## src/rtl/rs485_tx_pkg.sv

```systemverilog
package rs485_tx_pkg;
  typedef enum logic [2:0] {
    ST_IDLE,
    ST_LEAD,
    ST_START,
    ST_DATA,
    ST_STOP
  } tx_state_e;
endpackage

```

## src/rtl/rs485_tx_fifo.sv

```systemverilog
module rs485_tx_fifo #(
  parameter int W     = 8,
  parameter int DEPTH = 4,
  localparam int AW   = (DEPTH > 1) ? $clog2(DEPTH) : 1,
  localparam int CW   = $clog2(DEPTH + 1)
) (
  input  logic          clk,
  input  logic          rst_n,
  input  logic          push,
  input  logic [W-1:0]  din,
  input  logic          pop,
  output logic [W-1:0]  dout,
  output logic [CW-1:0] count,
  output logic          full,
  output logic          empty
);
  logic [W-1:0]  mem [DEPTH];
  logic [AW-1:0] wp, rp;

  always_ff @(posedge clk) begin
    if (push) mem[wp] <= din;
  end

  always_ff @(posedge clk) begin
    if (!rst_n) begin
      wp    <= '0;
      rp    <= '0;
      count <= '0;
    end else begin
      if (push) wp <= (wp == AW'(DEPTH - 1)) ? '0 : wp + 1'b1;
      if (pop)  rp <= (rp == AW'(DEPTH - 1)) ? '0 : rp + 1'b1;
      count <= count + CW'(push) - CW'(pop);
    end
  end

  assign dout  = mem[rp];
  assign full  = (count == CW'(DEPTH));
  assign empty = (count == '0);
endmodule

```

## src/rtl/rs485_bit_timer.sv

```systemverilog
module rs485_bit_timer #(
  parameter int DIV_W = 16
) (
  input  logic             clk,
  input  logic             rst_n,
  input  logic             run,
  input  logic [DIV_W-1:0] div,
  output logic             tick
);
  logic [DIV_W-1:0] eff, cnt;

  // divisors below two are raised to two
  assign eff = (div < DIV_W'(2)) ? DIV_W'(2) : div;

  always_ff @(posedge clk) begin
    if (!rst_n)                cnt <= '0;
    else if (!run || cnt == '0) cnt <= eff - 1'b1;
    else                       cnt <= cnt - 1'b1;
  end

  assign tick = run && (cnt == '0);
endmodule

```

## src/rtl/rs485_tx_fsm.sv

```systemverilog
module rs485_tx_fsm
  import rs485_tx_pkg::*;
#(
  parameter int W     = 8,
  localparam int BW   = (W > 1) ? $clog2(W) : 1
) (
  input  logic         clk,
  input  logic         rst_n,
  input  logic         tick,
  input  logic         fifo_empty,
  input  logic [W-1:0] fifo_dout,
  input  logic         push_now,
  output logic         pop,
  output logic         run,
  output logic         txd,
  output logic         done
);
  tx_state_e     st;
  logic [W-1:0]  sh;
  logic [BW-1:0] bc;

  assign pop = tick && ((st == ST_LEAD) || (st == ST_STOP && !fifo_empty));
  assign run = (st != ST_IDLE);

  always_comb begin
    case (st)
      ST_START: txd = 1'b0;
      ST_DATA:  txd = sh[0];
      default:  txd = 1'b1;
    endcase
  end

  always_ff @(posedge clk) begin
    if (!rst_n) begin
      st   <= ST_IDLE;
      sh   <= '0;
      bc   <= '0;
      done <= 1'b0;
    end else begin
      if (push_now) done <= 1'b0;
      case (st)
        ST_IDLE: if (!fifo_empty) st <= ST_LEAD;
        ST_LEAD: if (tick) begin
          st <= ST_START;
          sh <= fifo_dout;
        end
        ST_START: if (tick) begin
          st <= ST_DATA;
          bc <= '0;
        end
        ST_DATA: if (tick) begin
          sh <= sh >> 1;
          if (bc == BW'(W - 1)) st <= ST_STOP;
          else                  bc <= bc + 1'b1;
        end
        ST_STOP: if (tick) begin
          if (!fifo_empty) begin
            st <= ST_START;
            sh <= fifo_dout;
          end else if (push_now) begin
            st <= ST_LEAD;
          end else begin
            st   <= ST_IDLE;
            done <= 1'b1;
          end
        end
        default: st <= ST_IDLE;
      endcase
    end
  end
endmodule

```

## src/rtl/rs485_tx_dir.sv

```systemverilog
module rs485_tx_dir #(
  parameter int DATA_W = 8,
  parameter int DEPTH  = 4,
  parameter int DIV_W  = 16,
  localparam int CW    = $clog2(DEPTH + 1)
) (
  input  logic              clk,
  input  logic              rst_n,
  input  logic              wr_valid,
  output logic              wr_ready,
  input  logic [DATA_W-1:0] wr_data,
  input  logic [DIV_W-1:0]  bit_div,
  input  logic [CW-1:0]     tx_mark,
  output logic              tx_req,
  output logic              tx_done,
  output logic              txd,
  output logic              dir_out,
  output logic              rx_en_n
);
  logic              push, pop, full, empty, tick, run;
  logic [DATA_W-1:0] head;
  logic [CW-1:0]     count;

  assign wr_ready = !full;
  assign push     = wr_valid && !full;
  assign tx_req   = (count <= tx_mark);
  assign dir_out  = run;
  assign rx_en_n  = run;

  rs485_tx_fifo #(.W(DATA_W), .DEPTH(DEPTH)) u_fifo (
    .clk(clk), .rst_n(rst_n), .push(push), .din(wr_data), .pop(pop),
    .dout(head), .count(count), .full(full), .empty(empty)
  );

  rs485_bit_timer #(.DIV_W(DIV_W)) u_timer (
    .clk(clk), .rst_n(rst_n), .run(run), .div(bit_div), .tick(tick)
  );

  rs485_tx_fsm #(.W(DATA_W)) u_fsm (
    .clk(clk), .rst_n(rst_n), .tick(tick), .fifo_empty(empty),
    .fifo_dout(head), .push_now(push), .pop(pop), .run(run),
    .txd(txd), .done(tx_done)
  );
endmodule

```

## config.mk

```make
export PLATFORM = sky130hd
export DESIGN_NAME = rs485_tx_dir
export DESIGN_NICKNAME = d
export VERILOG_FILES = /design/src/rtl/rs485_tx_pkg.sv /design/src/rtl/rs485_tx_fifo.sv /design/src/rtl/rs485_bit_timer.sv /design/src/rtl/rs485_tx_fsm.sv /design/src/rtl/rs485_tx_dir.sv
export SDC_FILE = /design/constraint.sdc
export NUM_CORES = 1
export LEC_CHECK = 0
export BUFFER_PORTS_ARGS = -buffer_cell sky130_fd_sc_hd__buf_4
export CAP_MARGIN = 20
export CORE_UTILIZATION = 60
export DETAILED_ROUTE_END_ITERATION = 12
export GPL_TIMING_DRIVEN = 1
export PLACE_DENSITY_LB_ADDON = 0.3
export SLEW_MARGIN = 15
export SYNTH_ARGS = -nofsm -noshare
export SYNTH_HDL_FRONTEND = slang
export SYNTH_SLANG_ARGS = --single-unit
```

## constraint.sdc

```tcl
create_clock -name clk -period 9 [get_ports clk]
set_input_delay 0 -clock clk [delete_from_list [all_inputs] [get_ports clk]]
set_output_delay 0 -clock clk [all_outputs]
set_load 0.02 [all_outputs]
```

=== Word-level counts from Yosys, hierarchy flattened ===
Memories as Yosys holds them, arrays and structs flattened. A register that Yosys moved wholly into a read port is not among the register bits.
Index checks and enable logic that the tools add are counted.

* Register bits after elaboration: 38
* Bits in latches: 0
* RAM bits: 32
* Memory bits (read-only): 0
* Input port bits: 30
* Output and inout port bits: 6
* Logic and storage cells: 84
* Memories kept: 1

* Add/sub/neg operators: 7
* $mul: 0
* Divide/modulo/power cells: 0
* Magnitude comparators: 2
* Eq/ne operators: 16
* Shift operators: 0
* Multiplexer cells: 32
* Bitwise logic cells: 0
* Reduce and logical (&&, ||, !) cells: 18

{| class="wikitable"
|+ Memories
! name !! depth !! bits a word !! rd ports !! clocked after memory_dff !! write ports !! RTL line !! RTL
|-
| u_fifo.mem || 4 || 8 || 1 || 1 || 1 || rs485_tx_fifo.sv:17 || <nowiki>logic [W-1:0] mem [DEPTH];</nowiki>
|}

{| class="wikitable"
|+ Operator list
! kind !! number
|-
| 16-bit two-way mux || 2
|-
| 8-bit two-way mux || 4
|-
| 16-bit by 1-bit subtractor with 16-bit output (second input constant) || 2
|-
| 3-bit two-way mux || 10
|-
| 8-bit case mux with 3 select lines || 1
|-
| 16-bit zero test || 1
|-
| 16-bit by 2-bit less-than comparator with 1-bit output (second input constant) || 1
|-
| 3-bit case mux with 5 select lines || 1
|-
| 2-bit by 1-bit != test with 1-bit output (second input constant) || 5
|-
| 3-bit equality test (second input constant) || 3
|-
| 1-bit two-way mux || 8
|-
| 2-bit two-way mux || 4
|-
| 3-bit by 2-bit equality test with 1-bit output (second input constant) || 2
|-
| 3-bit zero test || 2
|-
| 2-bit != test (second input constant) || 3
|-
| 3-bit case mux with 2 select lines || 1
|-
| 6-bit AND reduction || 1
|-
| 3-bit nonzero test || 2
|-
| 5-bit AND reduction || 1
|-
| 2-bit by 1-bit adder with 2-bit output (second input constant) || 2
|-
| 2-bit equality test (second input constant) || 2
|-
| 1-bit logical AND || 4
|-
| 4-bit AND reduction || 1
|-
| 3-bit by 1-bit adder with 3-bit output || 1
|-
| other kinds (8) || 11
|}

=== Longest topological paths before layout ===
* Word-level depth: 8
* Depth in mapped cells: 14
* Depth with buffers taken out: 12

=== Cells and area by module ===
A second synthesis with hierarchy kept.

* Cell total of the unflattened synthesis: 344
* Area total of the unflattened synthesis: 3824.9 um^2

{| class="wikitable"
|+ Modules (own cells, without submodules)
! module !! times used !! cells each !! area each (um^2) !! sequential area each (um^2)
|-
| rs485_tx_fifo || 1 || 85 || 1620.3 || 1141.1
|-
| rs485_bit_timer || 1 || 142 || 1221.2 || 320.3
|-
| rs485_tx_fsm || 1 || 104 || 889.6 || 300.3
|-
| rs485_tx_dir || 1 || 13 || 93.8 || 0.0
|}

=== Worst setup path after synthesis ===
Ideal clock, no wire load.

* Path type: reg2reg
* Start: reg u_timer.cnt[3]
* End: reg u_timer.cnt[14]
* Setup time: 0.072 ns
* Arrival: 3.080 ns
* Data required time: 8.928 ns
* Path slack: 5.848 ns
* Stages on the path, launching flop included: 14
* Buffers on the path: 3
* Period minus slack after synthesis: 3.152 ns
* Cell sequence: dfxtp_1 nor3_1 and4b_1 buf_2 a21oi_2 buf_2 a21oi_1 ha_1 or4b_1 clkbuf_1 nor4_1 o2111ai_1 o41ai_2 mux2i_1

* Cells in the longest elaborated chain, start to end: 3
* Elaborated cells on any way between the ends: 4
* Those cells by class: add/sub: 1; mux: 1; reduce/logical: 2

{| class="wikitable"
|+ Ends and longest elaborated chain
! item !! RTL line !! RTL
|-
| from (decl) || rs485_bit_timer.sv:10 || <nowiki>logic [DIV_W-1:0] eff, cnt;</nowiki>
|-
| from (signal assigned) || rs485_bit_timer.sv:17 || <nowiki>else if (!run || cnt == '0) cnt <= eff - 1'b1;</nowiki>
|-
| from (signal assigned) || rs485_bit_timer.sv:18 || <nowiki>else cnt <= cnt - 1'b1;</nowiki>
|-
| branches (longest 2 deep; another with 16-bit by 1-bit subtractor with 16-bit output) || n/a ||
|-
| 16-bit two-way mux * || rs485_bit_timer.sv:17 ||
|}

Mark *: on every way between the ends.
A chain may end at the register's enable or synchronous reset.

=== Worst setup path in the final report ===
* Start: in bit_div[6]
* End: reg u_timer.cnt[14]

* Cells in the longest elaborated chain, start to end: 4

{| class="wikitable"
|+ Ends and longest elaborated chain
! item !! RTL line !! RTL
|-
| from (decl) || rs485_tx_dir.sv:12 || <nowiki>input logic [DIV_W-1:0] bit_div,</nowiki>
|-
| 16-bit by 2-bit less-than comparator with 1-bit output || rs485_bit_timer.sv:13 || <nowiki>assign eff = (div < DIV_W'(2)) ? DIV_W'(2) : div;</nowiki>
|-
| 16-bit two-way mux * || rs485_bit_timer.sv:13 ||
|-
| 16-bit by 1-bit subtractor with 16-bit output * || rs485_bit_timer.sv:17 ||
|-
| 16-bit two-way mux * || rs485_bit_timer.sv:17 ||
|}

Mark *: on every way between the ends. The rest lies on a longest branch, timed or not.

==> Flow_metrics.wiki <==
{| class="wikitable"
! Metric !! Value
|-
| Run status || complete, no violations
|-
| Clock skew || 0.0133 ns
|-
| Count of port buffers added during placement || 35
|-
| WL/cell || between 15 and 20 µm
|-
| Worst ir drop on vdd || 0.000230 V
|-
| Critical Path Start Type || input port
|-
| Register-to-register setup slack || 5.41 ns
|-
| Count of unique library cells instantiated by Yosys || between 50 and 60
|-
| Worst-Skew Late Latency || 0.36 ns
|-
| Number of setup buffers added after CTS || 0
|-
| Area of the mapped netlist || 3780 µm²
|-
| Commonest cells after routing, fill and taps aside || 40 x sky130_fd_sc_hd__nor2_1, 40 x sky130_fd_sc_hd__dfxtp_1, 35 x sky130_fd_sc_hd__buf_4
|-
| Mux contribution to synthesized area || between 10 and 15%
|-
| Post-Syn Nets || slightly below 400
|-
| Maximum number of pins on one net before global-route repair || 31
|-
| Maximum level of the CTS H-tree || 3
|-
| Fraction of the mapped netlist area in compound gates || between 10% and 20%
|-
| GP Congestion || 0.845
|-
| Overall Power || 1.20 mW
|-
| RSZ-0062 raised after global routing || false
|-
| CP Class || in2reg
|-
| Number of pins exceeding their max-slew limit in the final report || 0
|-
| Met1 Resource Use GR || 30.7%
|-
| Standard cell with the maximum stage delay on the critical path || sky130_fd_sc_hd__or4_1
|-
| Antenna violations before repair || 0
|-
| Final TNS setup || 0 ns
|-
| Time the worst path needs with I/O delays and setup || roughly 3.7 ns
|-
| CP delay by family, top || simple AND/OR/NAND/NOR gates
|-
| Seq/Total Area, Yosys || 46.6%
|-
| Final non-filler cell total || 480
|-
| Global routing met3 resource utilization || approximately 7.7%
|-
| Largest buffer count on any clock path || 2
|-
| Final net count || ~440
|-
| Number of buffers added to fix hold violations after cts || 25
|-
| TritonCTS clock tree || yes
|-
| Initial cell density of the core || around 63%
|-
| Reported max-cap violation count || 0
|-
| Worst-path fanout max || 6
|-
| First DRT Iteration DRCs || 213
|-
| Area taken by flip-flops and latches || roughly 1800 µm²
|-
| Worst Hold Path Cells || 4
|-
| Critical path data required time || between 9 and 10 ns
|-
| Pwr per Cell Area || around 260 nW/µm²
|-
| Mean number of vias per cell || between 6 and 7
|-
| Placed wire-length estimate after detailed placement || between 5 and 6 mm
|-
| Largest family of logic cells by synthesized area || simple AND/OR/NAND/NOR gates
|-
| Core region area || 5990 µm²
|-
| Drt first pass iters || 4
|-
| Post-synthesis share of cell area spent on full adders, half adders and majority gates || around 4.8%
|-
| Final hold violations || 0
|-
| Final worst path period share || about two fifths
|-
| Number of warnings reported in the yosys synthesis log || 0
|-
| Simple-gate share of the synthesized area || 18.3%
|-
| Die Y-Extent || slightly above 80 µm
|-
| Post-detailed-route DRC marker count || 0
|-
| Xor and xnor area share after synthesis || 4.17%
|-
| Post-synthesis async set-or-reset flop share || 0%
|-
| Ys flop type || sky130_fd_sc_hd__dfxtp_1
|-
| # diodes || 0
|-
| Number of gates given a new drive strength after cts || 0
|-
| Overall fraction of global-route tracks in use || between 20 and 30%
|-
| Syn avg cell area || about 11 µm²
|-
| Multi-input gate area || roughly 1900 µm²
|-
| Number of cells on the worst reg-to-reg path || 10
|-
| Buffer cell driving the clock tree root || sky130_fd_sc_hd__clkbuf_8
|-
| Worst slew margin || between 30% and 40%
|-
| Clock slew at reported path FFs || ~0.090 ns
|-
| Die footprint || about 6600 µm²
|-
| Stage delay of the slowest cell on the critical path || 0.66 ns
|-
| Critical path buffers and inverters || 2
|-
| Number of sinks handled by clock tree synthesis || slightly above 70
|-
| Critical path data arrival time || ~4.0 ns
|-
| Number of cells in the design after placement || ~440
|-
| Overall via count from detail_route || ~2900
|-
| Placement row count || 28
|-
| Class of the tightest hold or removal check || in2reg
|-
| DRT Wirelength || roughly 8.3 mm
|-
| Share of final-layout standard cells stronger than drive strength 1 || between 20% and 30%
|-
| Boundary Pins || 36
|-
| Num CTS Buffers || 9
|-
| Flops & latches, synth || 72
|-
| Area growth, synth to finish || 20.1%
|-
| # fillers || ~410
|-
| Met2 global-route usage || 49.6%
|-
| Number of global-route vias before repair || approximately 2900
|-
| Die span in x || 81.4 µm
|-
| Static leakage power || roughly 1.8 nW
|-
| Aggregate global routing overflow || 0
|-
| Highest achievable clock rate || 270 MHz
|-
| Busiest layer in global routing || met2
|-
| Number of standard cells after synthesis || about 350
|-
| WP depth || 13
|-
| Endpoint kind of the worst setup timing path || flop
|-
| Number of setup violations in the final report || 0
|-
| Worst Tran Pin Value || about 1 ns
|-
| Number of flops mapped to enable cells by yosys || 32
|-
| Sequence of cells on the critical path || dlygate4sd3_1 -> buf_4 -> or4_1 -> nor4_2 -> nand2_1 -> and3_1 -> a21oi_1 -> ha_1 -> or4b_1 -> nor4_1 -> o2111ai_1 -> o41ai_2 -> mux2i_1
|-
| Global-route wire length before repair || ~13 mm
|-
| Number of antenna-violating nets in the routed design || 0
|}
==> sequential cells by signal, indices dropped and copies added, names as in the netlist, named ones only <==
signal,cells
u_fifo.count,3
u_fifo.rp,2
u_fsm.st,3
u_fsm.sh,8
u_fifo.wp,2
u_fsm.done,1
u_fifo.mem,32
u_fsm.bc,3
u_timer.cnt,16
==> synth_stat cells, types with 2 or more instances <==
master,number,area [µm²]
sky130_fd_sc_hd__nand2b_1,5,31.3
sky130_fd_sc_hd__or2_2,4,25.0
sky130_fd_sc_hd__mux2_2,9,101
sky130_fd_sc_hd__nor4_2,5,62.6
sky130_fd_sc_hd__ha_1,13,163
sky130_fd_sc_hd__a21oi_1,17,85.1
sky130_fd_sc_hd__a31o_2,3,26.3
sky130_fd_sc_hd__mux4_2,8,180
sky130_fd_sc_hd__nor3_2,3,30.0
sky130_fd_sc_hd__nor4_1,4,25.0
sky130_fd_sc_hd__nor3_1,13,65.1
sky130_fd_sc_hd__and3_1,7,43.8
sky130_fd_sc_hd__a211oi_1,6,45.0
sky130_fd_sc_hd__dfxtp_1,40,801
sky130_fd_sc_hd__clkbuf_1,8,30.0
sky130_fd_sc_hd__xnor2_1,12,105
sky130_fd_sc_hd__nor2_1,40,150
sky130_fd_sc_hd__nor2b_1,2,12.5
sky130_fd_sc_hd__o2111ai_1,2,17.5
sky130_fd_sc_hd__or4_1,6,45.0
sky130_fd_sc_hd__buf_2,6,30.0
sky130_fd_sc_hd__nand3_1,4,20.0
sky130_fd_sc_hd__o21ai_0,9,45.0
sky130_fd_sc_hd__edfxtp_1,32,961
sky130_fd_sc_hd__xor2_1,6,52.6
sky130_fd_sc_hd__or3_1,5,31.3
sky130_fd_sc_hd__mux2i_1,19,190
sky130_fd_sc_hd__nand2_1,17,63.8
sky130_fd_sc_hd__inv_1,12,45.0
sky130_fd_sc_hd__buf_1,2,7.51
sky130_fd_sc_hd__and2_1,3,18.8
sky130_fd_sc_hd__o21a_1,3,22.5
==> path summary, 6_finish.rpt <==
path	start	to
min reg2reg	u_fsm.sh[7]$_SDFFE_PN0P_	u_fsm.sh[7]$_SDFFE_PN0P_
max reg2reg	u_timer.cnt[3]$_SDFF_PN0_	u_timer.cnt[14]$_SDFF_PN0_
max	bit_div[6]	u_timer.cnt[14]$_SDFF_PN0_
min	bit_div[14]	u_timer.cnt[14]$_SDFF_PN0_
==> layer usage <==
metal  part of all wire, %  vias to the layer above
met5                     0                        -
met4                   2.6                        0
met3                   4.6                       21
met2                    52                       91
met1                    40                     1395
li1                      -                     1381
==> per-stage QoR <==
| step | hold slack [ns] | utilization [%] | setup WS [ns] | area, µm² |
|---|---|---|---|---|
| after global placement | 0.200 | 67.9 | 5.63 | 4070 |
| after global routing | 0.0865 | 75.8 | 5.11 | 4540 |
| after detailed placement | 0.203 | 67.9 | 5.48 | 4070 |
| after CTS | 0.0590 | 75.8 | 5.37 | 4540 |
| final | 0.0757 | 75.8 | 5.30 | 4540 |
| after floorplan | 0.0989 | - | 5.85 | 3780 |
==> worst min-delay path, stage by stage <==
cell                      delay [ns]
sky130_fd_sc_hd__buf_4          0.10
sky130_fd_sc_hd__a31o_2         0.15
sky130_fd_sc_hd__nand2_1        0.05
sky130_fd_sc_hd__mux2i_1        0.10
==> layout make-up <==
| cell class | instances | share of cell area, % |
|---|---|---|
| multi-input cells | 245 | 41.9 |
| repair buffers | 60 | 11.3 |
| clock buffers | 9 | 2.73 |
| inverters | 12 | 0.991 |
| flip-flops and latches | 72 | 38.8 |
| clock inverters | 7 | 2.29 |
| well taps | 75 | 2.07 |
==> report_power, final <==
| part | leakage, nW | total [mW] | internal (mW) | switching [mW] |
|---|---|---|---|---|
| sequential | 0.621 | 0.462 | 0.399 | 0.0627 |
| clock | 0.108 | 0.294 | 0.159 | 0.135 |
| combinational | 1.05 | 0.447 | 0.194 | 0.253 |
| total | 1.77 | 1.20 | 0.752 | 0.451 |
==> logic make-up after synthesis <==
| logic type | count (synthesis) |
|---|---|
| fa+ha+maj | 14 |
| buf+inv | 29 |
| simple gates | 125 |
| xor+xnor | 18 |
| flops | 72 |
| mux | 36 |
| compound gates | 52 |
Power figures use the tool's default switching activity.
